### src/rtl/sp_irq_pkg.sv
package sp_irq_pkg;

    localparam int NFLAG = 6;

    localparam int F_RXF = 0;
    localparam int F_RDY = 1;
    localparam int F_ERR = 2;
    localparam int F_BRK = 3;
    localparam int F_TXL = 4;
    localparam int F_OVR = 5;

    localparam logic [1:0] SEL_CTRL = 2'd0;
    localparam logic [1:0] SEL_STAT = 2'd1;
    localparam logic [1:0] SEL_LINE = 2'd2;

    localparam int B_TIE  = 7;
    localparam int B_RIE  = 6;
    localparam int B_TE   = 5;
    localparam int B_AUX4 = 4;
    localparam int B_REIE = 3;
    localparam int B_AUX1 = 1;

    typedef struct packed {
        logic tie;
        logic rie;
        logic te;
        logic aux4;
        logic reie;
        logic aux1;
    } ctrl_t;

    function automatic logic [1:0] flag_sel(input int idx);
        return (idx == F_OVR) ? SEL_LINE : SEL_STAT;
    endfunction

    function automatic int flag_bit(input int idx);
        return (idx == F_OVR) ? 0 : idx;
    endfunction

endpackage

### src/rtl/sp_ctrl_reg.sv
module sp_ctrl_reg
    import sp_irq_pkg::*;
#(
    parameter int REG_W = 16
) (
    input  logic             clk,
    input  logic             rst_n,
    input  logic             wr_en,
    input  logic [REG_W-1:0] wdata,
    output ctrl_t            ctrl_o
);

    ctrl_t ctrl_d, ctrl_q;

    always_comb begin
        ctrl_d = ctrl_q;
        if (wr_en) begin
            ctrl_d.tie  = wdata[B_TIE];
            ctrl_d.rie  = wdata[B_RIE];
            ctrl_d.te   = wdata[B_TE];
            ctrl_d.aux4 = wdata[B_AUX4];
            ctrl_d.reie = wdata[B_REIE];
            ctrl_d.aux1 = wdata[B_AUX1];
        end
    end

    always_ff @(posedge clk or negedge rst_n) begin
        if (!rst_n) ctrl_q <= '0;
        else        ctrl_q <= ctrl_d;
    end

    assign ctrl_o = ctrl_q;

endmodule

### src/rtl/sp_flag_cell.sv
module sp_flag_cell (
    input  logic clk,
    input  logic rst_n,
    input  logic set_i,
    input  logic rd_i,
    input  logic clr_req_i,
    input  logic clr_ok_i,
    output logic flag_o,
    output logic armed_o
);

    typedef struct packed {
        logic flag;
        logic armed;
    } cell_t;

    cell_t st_d, st_q;

    always_comb begin
        st_d = st_q;
        // a read that sees the flag at 1 arms its clear
        if (rd_i && st_q.flag) st_d.armed = 1'b1;
        if (clr_req_i && st_q.armed && clr_ok_i) begin
            st_d.flag  = 1'b0;
            st_d.armed = 1'b0;
        end
        // a new event outranks a clear in the same cycle
        if (set_i) st_d.flag = 1'b1;
    end

    always_ff @(posedge clk or negedge rst_n) begin
        if (!rst_n) st_q <= '0;
        else        st_q <= st_d;
    end

    assign flag_o  = st_q.flag;
    assign armed_o = st_q.armed;

endmodule

### src/rtl/sp_irq_gen.sv
module sp_irq_gen
    import sp_irq_pkg::*;
(
    input  logic             clk,
    input  logic             rst_n,
    input  logic             tie,
    input  logic             rie,
    input  logic             reie,
    input  logic             te,
    input  logic [NFLAG-1:0] flags,
    input  logic             tx_fifo_wr,
    output logic             irq_tx,
    output logic             irq_rx,
    output logic             irq_err,
    output logic             irq_brk,
    output logic             tx_start
);

    typedef struct packed {
        logic tx;
        logic rx;
        logic err;
        logic brk;
        logic start;
    } out_t;

    out_t o_d, o_q;
    logic rx_any_en;

    always_comb begin
        rx_any_en = rie | reie;
        o_d.tx    = tie & flags[F_TXL];
        o_d.rx    = rie & (flags[F_RXF] | flags[F_RDY]);
        o_d.err   = rx_any_en & flags[F_ERR];
        o_d.brk   = rx_any_en & (flags[F_BRK] | flags[F_OVR]);
        o_d.start = te & tx_fifo_wr;
    end

    always_ff @(posedge clk or negedge rst_n) begin
        if (!rst_n) o_q <= '0;
        else        o_q <= o_d;
    end

    assign irq_tx   = o_q.tx;
    assign irq_rx   = o_q.rx;
    assign irq_err  = o_q.err;
    assign irq_brk  = o_q.brk;
    assign tx_start = o_q.start;

endmodule

### src/rtl/sp_irq_ctrl.sv
module sp_irq_ctrl
    import sp_irq_pkg::*;
#(
    parameter int REG_W      = 16,
    parameter int FIFO_DEPTH = 16,
    localparam int CNT_W     = $clog2(FIFO_DEPTH) + 1,
    localparam int TRIG_W    = $clog2(FIFO_DEPTH)
) (
    input  logic              clk,
    input  logic              rst_n,
    input  logic              reg_rd,
    input  logic              reg_wr,
    input  logic [1:0]        reg_sel,
    input  logic [REG_W-1:0]  reg_wdata,
    output logic [REG_W-1:0]  reg_rdata,
    input  logic [CNT_W-1:0]  tx_fifo_count,
    input  logic [TRIG_W-1:0] tx_trig,
    input  logic              tx_load,
    input  logic              tx_fifo_wr,
    input  logic              rx_full_set,
    input  logic              rx_ready_set,
    input  logic              rx_err_set,
    input  logic              rx_brk_set,
    input  logic              rx_ovr_set,
    output logic              tx_start,
    output logic              irq_tx,
    output logic              irq_rx,
    output logic              irq_err,
    output logic              irq_brk
);

    ctrl_t            ctrl_q;
    logic [NFLAG-1:0] set_vec;
    logic [NFLAG-1:0] flag_q;
    logic [NFLAG-1:0] armed_q;
    logic             tx_low;

    always_comb begin
        tx_low          = (tx_fifo_count <= CNT_W'(tx_trig));
        set_vec         = '0;
        set_vec[F_RXF]  = rx_full_set;
        set_vec[F_RDY]  = rx_ready_set;
        set_vec[F_ERR]  = rx_err_set;
        set_vec[F_BRK]  = rx_brk_set;
        set_vec[F_TXL]  = tx_load && tx_low;
        set_vec[F_OVR]  = rx_ovr_set;
    end

    sp_ctrl_reg #(.REG_W(REG_W)) u_ctrl (
        .clk    (clk),
        .rst_n  (rst_n),
        .wr_en  (reg_wr && (reg_sel == SEL_CTRL)),
        .wdata  (reg_wdata),
        .ctrl_o (ctrl_q)
    );

    for (genvar i = 0; i < NFLAG; i++) begin : g_flag
        localparam logic [1:0] FSEL = flag_sel(i);
        localparam int         FBIT = flag_bit(i);
        logic clr_ok;
        if (i == F_TXL) begin : g_gate
            assign clr_ok = !tx_low;
        end else begin : g_free
            assign clr_ok = 1'b1;
        end
        sp_flag_cell u_cell (
            .clk       (clk),
            .rst_n     (rst_n),
            .set_i     (set_vec[i]),
            .rd_i      (reg_rd && (reg_sel == FSEL)),
            .clr_req_i (reg_wr && (reg_sel == FSEL) && !reg_wdata[FBIT]),
            .clr_ok_i  (clr_ok),
            .flag_o    (flag_q[i]),
            .armed_o   (armed_q[i])
        );
    end

    always_comb begin
        reg_rdata = '0;
        unique case (reg_sel)
            SEL_CTRL: begin
                reg_rdata[B_TIE]  = ctrl_q.tie;
                reg_rdata[B_RIE]  = ctrl_q.rie;
                reg_rdata[B_TE]   = ctrl_q.te;
                reg_rdata[B_AUX4] = ctrl_q.aux4;
                reg_rdata[B_REIE] = ctrl_q.reie;
                reg_rdata[B_AUX1] = ctrl_q.aux1;
            end
            SEL_STAT: begin
                for (int k = 0; k < NFLAG; k++)
                    if (flag_sel(k) == SEL_STAT) reg_rdata[flag_bit(k)] = flag_q[k];
            end
            SEL_LINE: reg_rdata[flag_bit(F_OVR)] = flag_q[F_OVR];
            default:  reg_rdata = '0;
        endcase
    end

    sp_irq_gen u_irq (
        .clk        (clk),
        .rst_n      (rst_n),
        .tie        (ctrl_q.tie),
        .rie        (ctrl_q.rie),
        .reie       (ctrl_q.reie),
        .te         (ctrl_q.te),
        .flags      (flag_q),
        .tx_fifo_wr (tx_fifo_wr),
        .irq_tx     (irq_tx),
        .irq_rx     (irq_rx),
        .irq_err    (irq_err),
        .irq_brk    (irq_brk),
        .tx_start   (tx_start)
    );

endmodule

### config.mk
export PLATFORM = sky130hd
export DESIGN_NAME = sp_irq_ctrl
export DESIGN_NICKNAME = d
export VERILOG_FILES = /design/src/rtl/sp_irq_pkg.sv /design/src/rtl/sp_ctrl_reg.sv /design/src/rtl/sp_flag_cell.sv /design/src/rtl/sp_irq_gen.sv /design/src/rtl/sp_irq_ctrl.sv
export SDC_FILE = /design/constraint.sdc
export NUM_CORES = 1
export LEC_CHECK = 0
export BUFFER_PORTS_ARGS = -buffer_cell sky130_fd_sc_hd__buf_4
export CAP_MARGIN = 20
export CORE_ASPECT_RATIO = 0.7
export CORE_MARGIN = 2
export CORE_UTILIZATION = 48
export DETAILED_ROUTE_END_ITERATION = 8
export PLACE_DENSITY = 0.94
export SLEW_MARGIN = 40
export SYNTH_ARGS = -nofsm -noshare
export SYNTH_HDL_FRONTEND = slang
export SYNTH_SLANG_ARGS = --single-unit
### constraint.sdc
create_clock -name clk -period 1.8 [get_ports clk]
set_clock_uncertainty 0.05 [all_clocks]
set_input_delay 0.27 -clock clk [delete_from_list [all_inputs] [get_ports clk]]
set_output_delay 0.27 -clock clk [all_outputs]
set_load 0.02 [all_outputs]
==> metrics.md, run 1 <==
| Metric | Value |
|---|---|
| ANT cells | `0` |
| CP Capture Type | `output pin` |
| Synth Cell Area | `0.00115 mm2` |
| Hold Path Class | `in2reg` |
| Final setup vio count | `0` |
| Fillers | `190` |
| Clock root buffer | `clkbuf_4` |
| Clk_lat worst skew | `0.32 ns` |
| Clock sinks | `23` |
| Syn-to-layout area delta | `31.2%` |
| HPWL Detailed | `2.20 mm` |
| # IOs | `59` |
| Status | `finished clean` |
| Post-Syn Instances | `104` |
| Grt met1 use | `23.3%` |
| Setup TNS | `0 ns` |
| Fin nets | `196` |
| Post-synth ARST share | `100%` |
| #FFs+latches synth | `23` |
| Most numerous cell on the critical path | `buf_4` |
| Final ANT Viol Nets | `0` |
| Peak supply drop | `0.000441 V` |
| Slew Limit Fails | `0` |
| Clk slew on worst S/H paths | `0.12 ns` |
| Antenna violations before repair | `0` |
| Chip height | `45.0 um` |
| Worst R2R Setup Slack | `0.80 ns` |
| Most Crowded Layer GR | `met2` |
| GPL Wtd Cong | `0.803` |
| Clock Path Buffers | `2` |
| Post-synth EDFFs | `0` |
| Post-synth top cells | `dfrtp_1 (23), a21oi_1 (9), buf_4 (8)` |
| DRT Wirelength | `2.70 mm` |
| Sequential cell area | `576 um2` |
| Net Sw Frac | `30.8%` |
| H-tree lvl count | `1` |
| IO Port Bufs | `42` |
| Placed Cells | `177` |
| Top_reg_cell synth | `dfrtp_1` |
| Tmin final | `1.52 ns` |
| RSZ-0062 raised after global routing | `no` |
| Library cells used by synthesis | `26` |
| Syn. warnings | `0` |
| Clk network pwr share | `19.4%` |
| DR vias | `957` |
| Met3 Track Usage GR | `7.48%` |
| Share of layout cells above drive strength 1 | `39.3%` |
| CP max stage delay | `0.31 ns` |
| # DRC | `0` |
| Drt initial violations | `32` |
| Final non-filler cell total | `182` |
| Count leader, synth | `dfrtp_1` |
| First-pass GRT wire length | `4.38 mm` |
| Sequential share of power | `53.1%` |
| Total GRT Usage | `21.3%` |
| Initial Utilization | `52.2%` |
| Int Power | `0.000857 W` |
| Vias in the first global route | `972` |
| Seq/Total Area, Yosys | `50.0%` |
| First-pass iteration count of the detailed router | `4` |
| Buf+Inv Stages, Crit Path | `3` |
| Post-synth top area share | `50.0%` |
| CP Launch Type | `input port` |
| Fmax achieved | `0.659 GHz` |
| CP max stage cell | `ha_1` |
| Multi-input logic area | `519 um2` |
| Pleak | `0.729 nW` |
| Critical setup path kind | `in2out` |
| Ranking of synthesized cells by area | `dfrtp_1 (50%), ha_1 (7.6%), mux2_2 (5.9%)` |
| CTS tree | `done` |
| CTS Buf Count | `3` |
| Die area | `0.00281 mm2` |
| Vias per cell | `5.26` |
| DR WL/cell | `14.9 um` |
| Max-Cap Viols | `0` |
| Syn Area/Cell | `11.1 um2` |
| Die width | `62.5 um` |
| Row count | `14` |
| Worst EP required | `1.48 ns` |
| Cell Chain, Critical Path | `buf_4 > inv_1 > ha_1 > a22oi_1 > nor2b_1 > buf_4` |
| Gr ovfl total | `0` |
| CP arrival | `1.20 ns` |
| Biggest area consumer among synthesized cells | `dfrtp_1` |
| Crit share post-route | `84.3%` |
| Switching pwr | `0.000382 W` |
| M2 GR Usage | `40.4%` |
| Final hold vios | `0` |
| Top delay family on crit path | `buffers and inverters` |
| CP max FO | `7` |
| Core Box Area | `0.00221 mm2` |
| Pwr dens | `820 mW/mm2` |
| Comb pwr share | `27.5%` |
| Largest net degree at the start of global routing | `24` |
state kept, by name, indices dropped and copies added (netlist names):
signal                 cells
u_irq.tx_start             1
u_irq.irq_brk              1
u_irq.irq_tx               1
u_ctrl.ctrl_o              6
u_irq.irq_err              1
u_irq.irq_rx               1
g_flag.u_cell.armed_o      6
g_flag.u_cell.flag_o       6
routing by layer:
metal  routed length (um)  part of all wire (%)
met5                    0                     0
met4                   63                   2.3
met3                  249                   9.2
met2                 1300                    48
met1                 1090                    40
cell usage in the layout, fill, tap and decap left out, types with 2 or more instances in the layout:
master,instances
and2_1,5
nor2_1,4
nand2_1,6
a21o_1,5
a22o_2,3
conb_1,8
nor2b_1,2
a21oi_1,9
inv_1,6
and2_2,2
buf_4,42
nand4b_1,2
o21a_1,3
mux2_2,6
clkbuf_4,3
dfrtp_1,23
nand3_1,3
ha_1,7
final timing paths:
path	startpoint	end	depth (start not counted)
min reg2reg	g_flag[1].u_cell.armed_o$_DFFE_PN0P_	g_flag[1].u_cell.armed_o$_DFFE_PN0P_	1
min	rx_err_set	g_flag[2].u_cell.flag_o$_DFFE_PN0P_	2
max	reg_sel[1]	reg_rdata[0]	6
max reg2reg	g_flag[4].u_cell.armed_o$_DFFE_PN0P_	g_flag[4].u_cell.flag_o$_DFFE_PN0P_	3
max in group asynchronous	rst_n	g_flag[1].u_cell.armed_o$_DFFE_PN0P_	2
min in group asynchronous	rst_n	g_flag[2].u_cell.flag_o$_DFFE_PN0P_	2
power by group through the flow:
stage	registers, W	clock network (W)	logic, W
after floorplan	0.000680	0	0.000175
after global placement	0.000659	0	0.000322
after detailed placement	0.000668	0	0.000341
after CTS	0.000657	0.000245	0.000342
after global routing	0.000670	0.000270	0.000367
final	0.000658	0.000240	0.000341
final cells by class:
class | instances | share of cell area, %
flip-flops and latches | 23 | 38.1
multi-input cells | 74 | 34.4
repair buffers | 43 | 21.5
well taps | 32 | 2.65
clock buffers | 3 | 1.49
inverters | 6 | 1.49
clock inverters | 1 | 0.331
stage by stage:
stage                     cell area [um2]  hold WS [ns]  total power, W  setup WS [ns]  utilization [%]
after floorplan                      1180       -0.0756        0.000855          0.486                -
after global placement               1470         0.124        0.000982          0.258             66.7
after detailed placement             1470         0.128         0.00101          0.214             66.7
after CTS                            1510        0.0670         0.00124          0.285             68.4
after global routing                 1510        0.0543         0.00131          0.220             68.4
final                                1510        0.0698         0.00124          0.283             68.4
repair_timing:
action                                 4_1_cts  5_1_grt
gates resized for setup                      0        0
endpoints found under the hold margin       23        0
hold buffers                                 1        0
setup buffers                                0        0
cells by family (layout without fill, tap and decap cells):
kind of cell | after synthesis | in the layout | share of synthesized area [%]
AOI/OAI and AO/OA | 25 | 25 | 15.1
adders and majority gates | 7 | 7 | 7.61
DFF | 23 | 23 | 50.0
muxes | 6 | 6 | 5.87
buffers and inverters | 14 | 53 | 7.17
and+or+nand+nor | 28 | 28 | 13.9
other | 1 | 8 | 0.326
(Power assumes the default switching activity.)
==> run 2, diff against run 1 <==
Settings changed: CORE_UTILIZATION 48 to 40, PLACE_DENSITY 0.94 to 0.85.
Clock period 1.8 ns to 1.22 ns, I/O delays scaled along.
==> metrics.md, run 2 (same netlist as run 1, synthesis figures left out) <==
| Metric | Value |
|---|---|
| Most frequent cells in the layout | `buf_4 (52), dfrtp_1 (23), a21oi_1 (9)` |
| Max-Cap Viols | `0 (unchanged)` |
| Critical setup path kind | `reg2out` |
| Worst EP required | `0.99 ns (-0.49 ns)` |
| Fin nets | `210 (+7.1%)` |
| Post-route cell area | `0.00167 mm2 (+11%)` |
| Status | `finished with violations` |
| Clock root buffer | `clkbuf_8` |
| Die width | `68.1 um (+8.9%)` |
| Vias per cell | `4.87 (-7.5%)` |
| First-pass iteration count of the detailed router | `4 (unchanged)` |
| Critical hold path startpoint | `rx_full_set` |
| Final non-filler cell total | `200 (+9.9%)` |
| RSZ-0062 raised after global routing | `yes` |
| # IOs | `59 (unchanged)` |
| Die area | `0.00333 mm2 (+18%)` |
| Clock Path Buffers | `2 (unchanged)` |
| CP Launch Type | `register` |
| CP max FO | `2 (-5)` |
| Final ANT Viol Nets | `0 (unchanged)` |
| Final hold vios | `0 (unchanged)` |
| Share of layout cells above drive strength 1 | `45.7% (+6.4 points)` |
| Clk slew on worst S/H paths | `0.08 ns (-0.04 ns)` |
| Hold Path Class | `in2reg` |
| Tmin final | `1.29 ns` |
| IO Port Bufs | `42 (unchanged)` |
| Fmax achieved | `0.778 GHz` |
| Clk_lat worst skew | `0.26 ns (-0.06 ns)` |
| Antenna violations before repair | `0 (unchanged)` |
| First-pass GRT wire length | `4.63 mm (+5.7%)` |
| Core Box Area | `0.00276 mm2 (+25%)` |
| CP max stage cell | `dfrtp_1` |
| DR vias | `973 (+1.7%)` |
| Total GRT Usage | `18.3% (-3.0 points)` |
| R2R Path Start | `g_flag[4].u_cell.flag_o$_DFFE_PN0P_` |
| CP max stage delay | `0.40 ns (+0.09 ns)` |
| ANT cells | `0 (unchanged)` |
| Pwr dens | `1190 mW/mm2 (+45%)` |
| CTS Buf Count | `3 (unchanged)` |
| Crit share post-route | `105%` |
| Setup Slack @ Placement | `-0.149 ns (-0.364 ns)` |
| Critical path launch point | `g_flag[0].u_cell.flag_o$_DFFE_PN0P_` |
| Final setup vio count | `5 (+5)` |
| Post-Place Cell Area | `0.00154 mm2 (+4.8%)` |
| # DRC | `0 (unchanged)` |
| CTS tree | `done` |
| Largest net degree at the start of global routing | `24 (unchanged)` |
| CP Capture Type | `output pin` |
| Commonest non-fill, non-tap cell in the layout | `buf_4` |
| Peak supply drop | `0.000468 V (+6.0%)` |
| Final worst slack | `-0.0658 ns (-0.349 ns)` |
| Chip height | `48.9 um (+8.7%)` |
| Gr ovfl total | `0 (unchanged)` |
| CP arrival | `1.05 ns (-0.15 ns)` |
| Syn-to-layout area delta | `45.2%` |
| Failing checks | `setup timing` |
| Initial Utilization | `41.7% (-10 points)` |
| DRT Wirelength | `2.71 mm (+0.15%)` |
| Clock sinks | `23 (unchanged)` |
| Pleak | `0.805 nW (+10%)` |
| Fillers | `215 (+13%)` |
| Row count | `16 (+2)` |
| Vias in the first global route | `1,042 (+7.2%)` |
| Cell Chain, Critical Path | `a22oi_2 > nor2b_1 > buf_4` |
| Slew Limit Fails | `0 (unchanged)` |
| Drt initial violations | `77 (+140%)` |
| GPL Wtd Cong | `0.762 (-5.1%)` |
| Placed Cells | `188 (+6.2%)` |
| H-tree lvl count | `1 (unchanged)` |
| DR WL/cell | `13.5 um (-8.9%)` |
| HPWL Detailed | `2.10 mm (-4.6%)` |
| Power after layout | `0.00199 W (+60%)` |
## run 2: routing by layer
| layer | GRT usage (%) | routed length (um) |
|---|---|---|
| met4 | 4.67 | 44 |
| met1 | 22.5 | 1120 |
| met3 | 4.16 | 223 |
| met2 | 31.7 | 1320 |
| met5 | 0 | 0 |
## run 2: area by class of cell
cell class	count	area [um2]	area share [%]
clock buffers	4	45.0	2.69
inverters	6	22.5	1.35
multi-input cells	74	529	31.7
flip-flops and latches	23	576	34.4
well taps	36	45.0	2.69
repair buffers	57	454	27.2
## run 2: what timing repair did
| item | in CTS | in global routing |
|---|---|---|
| hold endpoints to repair | 23 | 0 |
| buffers inserted | 7 | 1 |
| resized for setup | 6 | 0 |
| pin swaps | 1 | 1 |
| setup endpoints to repair | 6 | 8 |
| hold buffers | 1 | 0 |
## run 2: path summary, 6_finish.rpt
check | slack, ns | to | depth (start not counted)
hold reg to reg | 0.42 | g_flag[2].u_cell.armed_o$_DFFE_PN0P_ | 1
hold / removal | 0.04 | g_flag[0].u_cell.flag_o$_DFFE_PN0P_ | 2
min in group asynchronous | 0.29 | g_flag[0].u_cell.flag_o$_DFFE_PN0P_ | 2
max in group asynchronous | 0.61 | g_flag[3].u_cell.armed_o$_DFFE_PN0P_ | 2
setup / recovery | -0.07 | reg_rdata[0] | 3
setup reg to reg | 0.19 | g_flag[4].u_cell.armed_o$_DFFE_PN0P_ | 4
## run 2: critical path: cells and delay by family (launching register included)
family | cells | cell delay (ns)
buffers and inverters | 1 | 0.15
DFF | 1 | 0.40
and+or+nand+nor | 1 | 0.07
AOI/OAI and AO/OA | 1 | 0.17
## run 2: power by group
part | switching (W) | internal (W)
clock | 0.000225 | 0.000233
combinational | 0.000268 | 0.000306
sequential | 0.0000684 | 0.000887
## run 2: per-stage QoR
step	hold WS (ns)	setup TNS, ns	utilization (%)
global route	0.0451	-0.421	60.5
finish	0.0404	-0.253	60.5
floorplan	-0.163	0	-
CTS	0.0420	-0.252	60.5
detailed placement	0.0382	-1.50	55.8
global placement	0.0333	-0.790	55.8
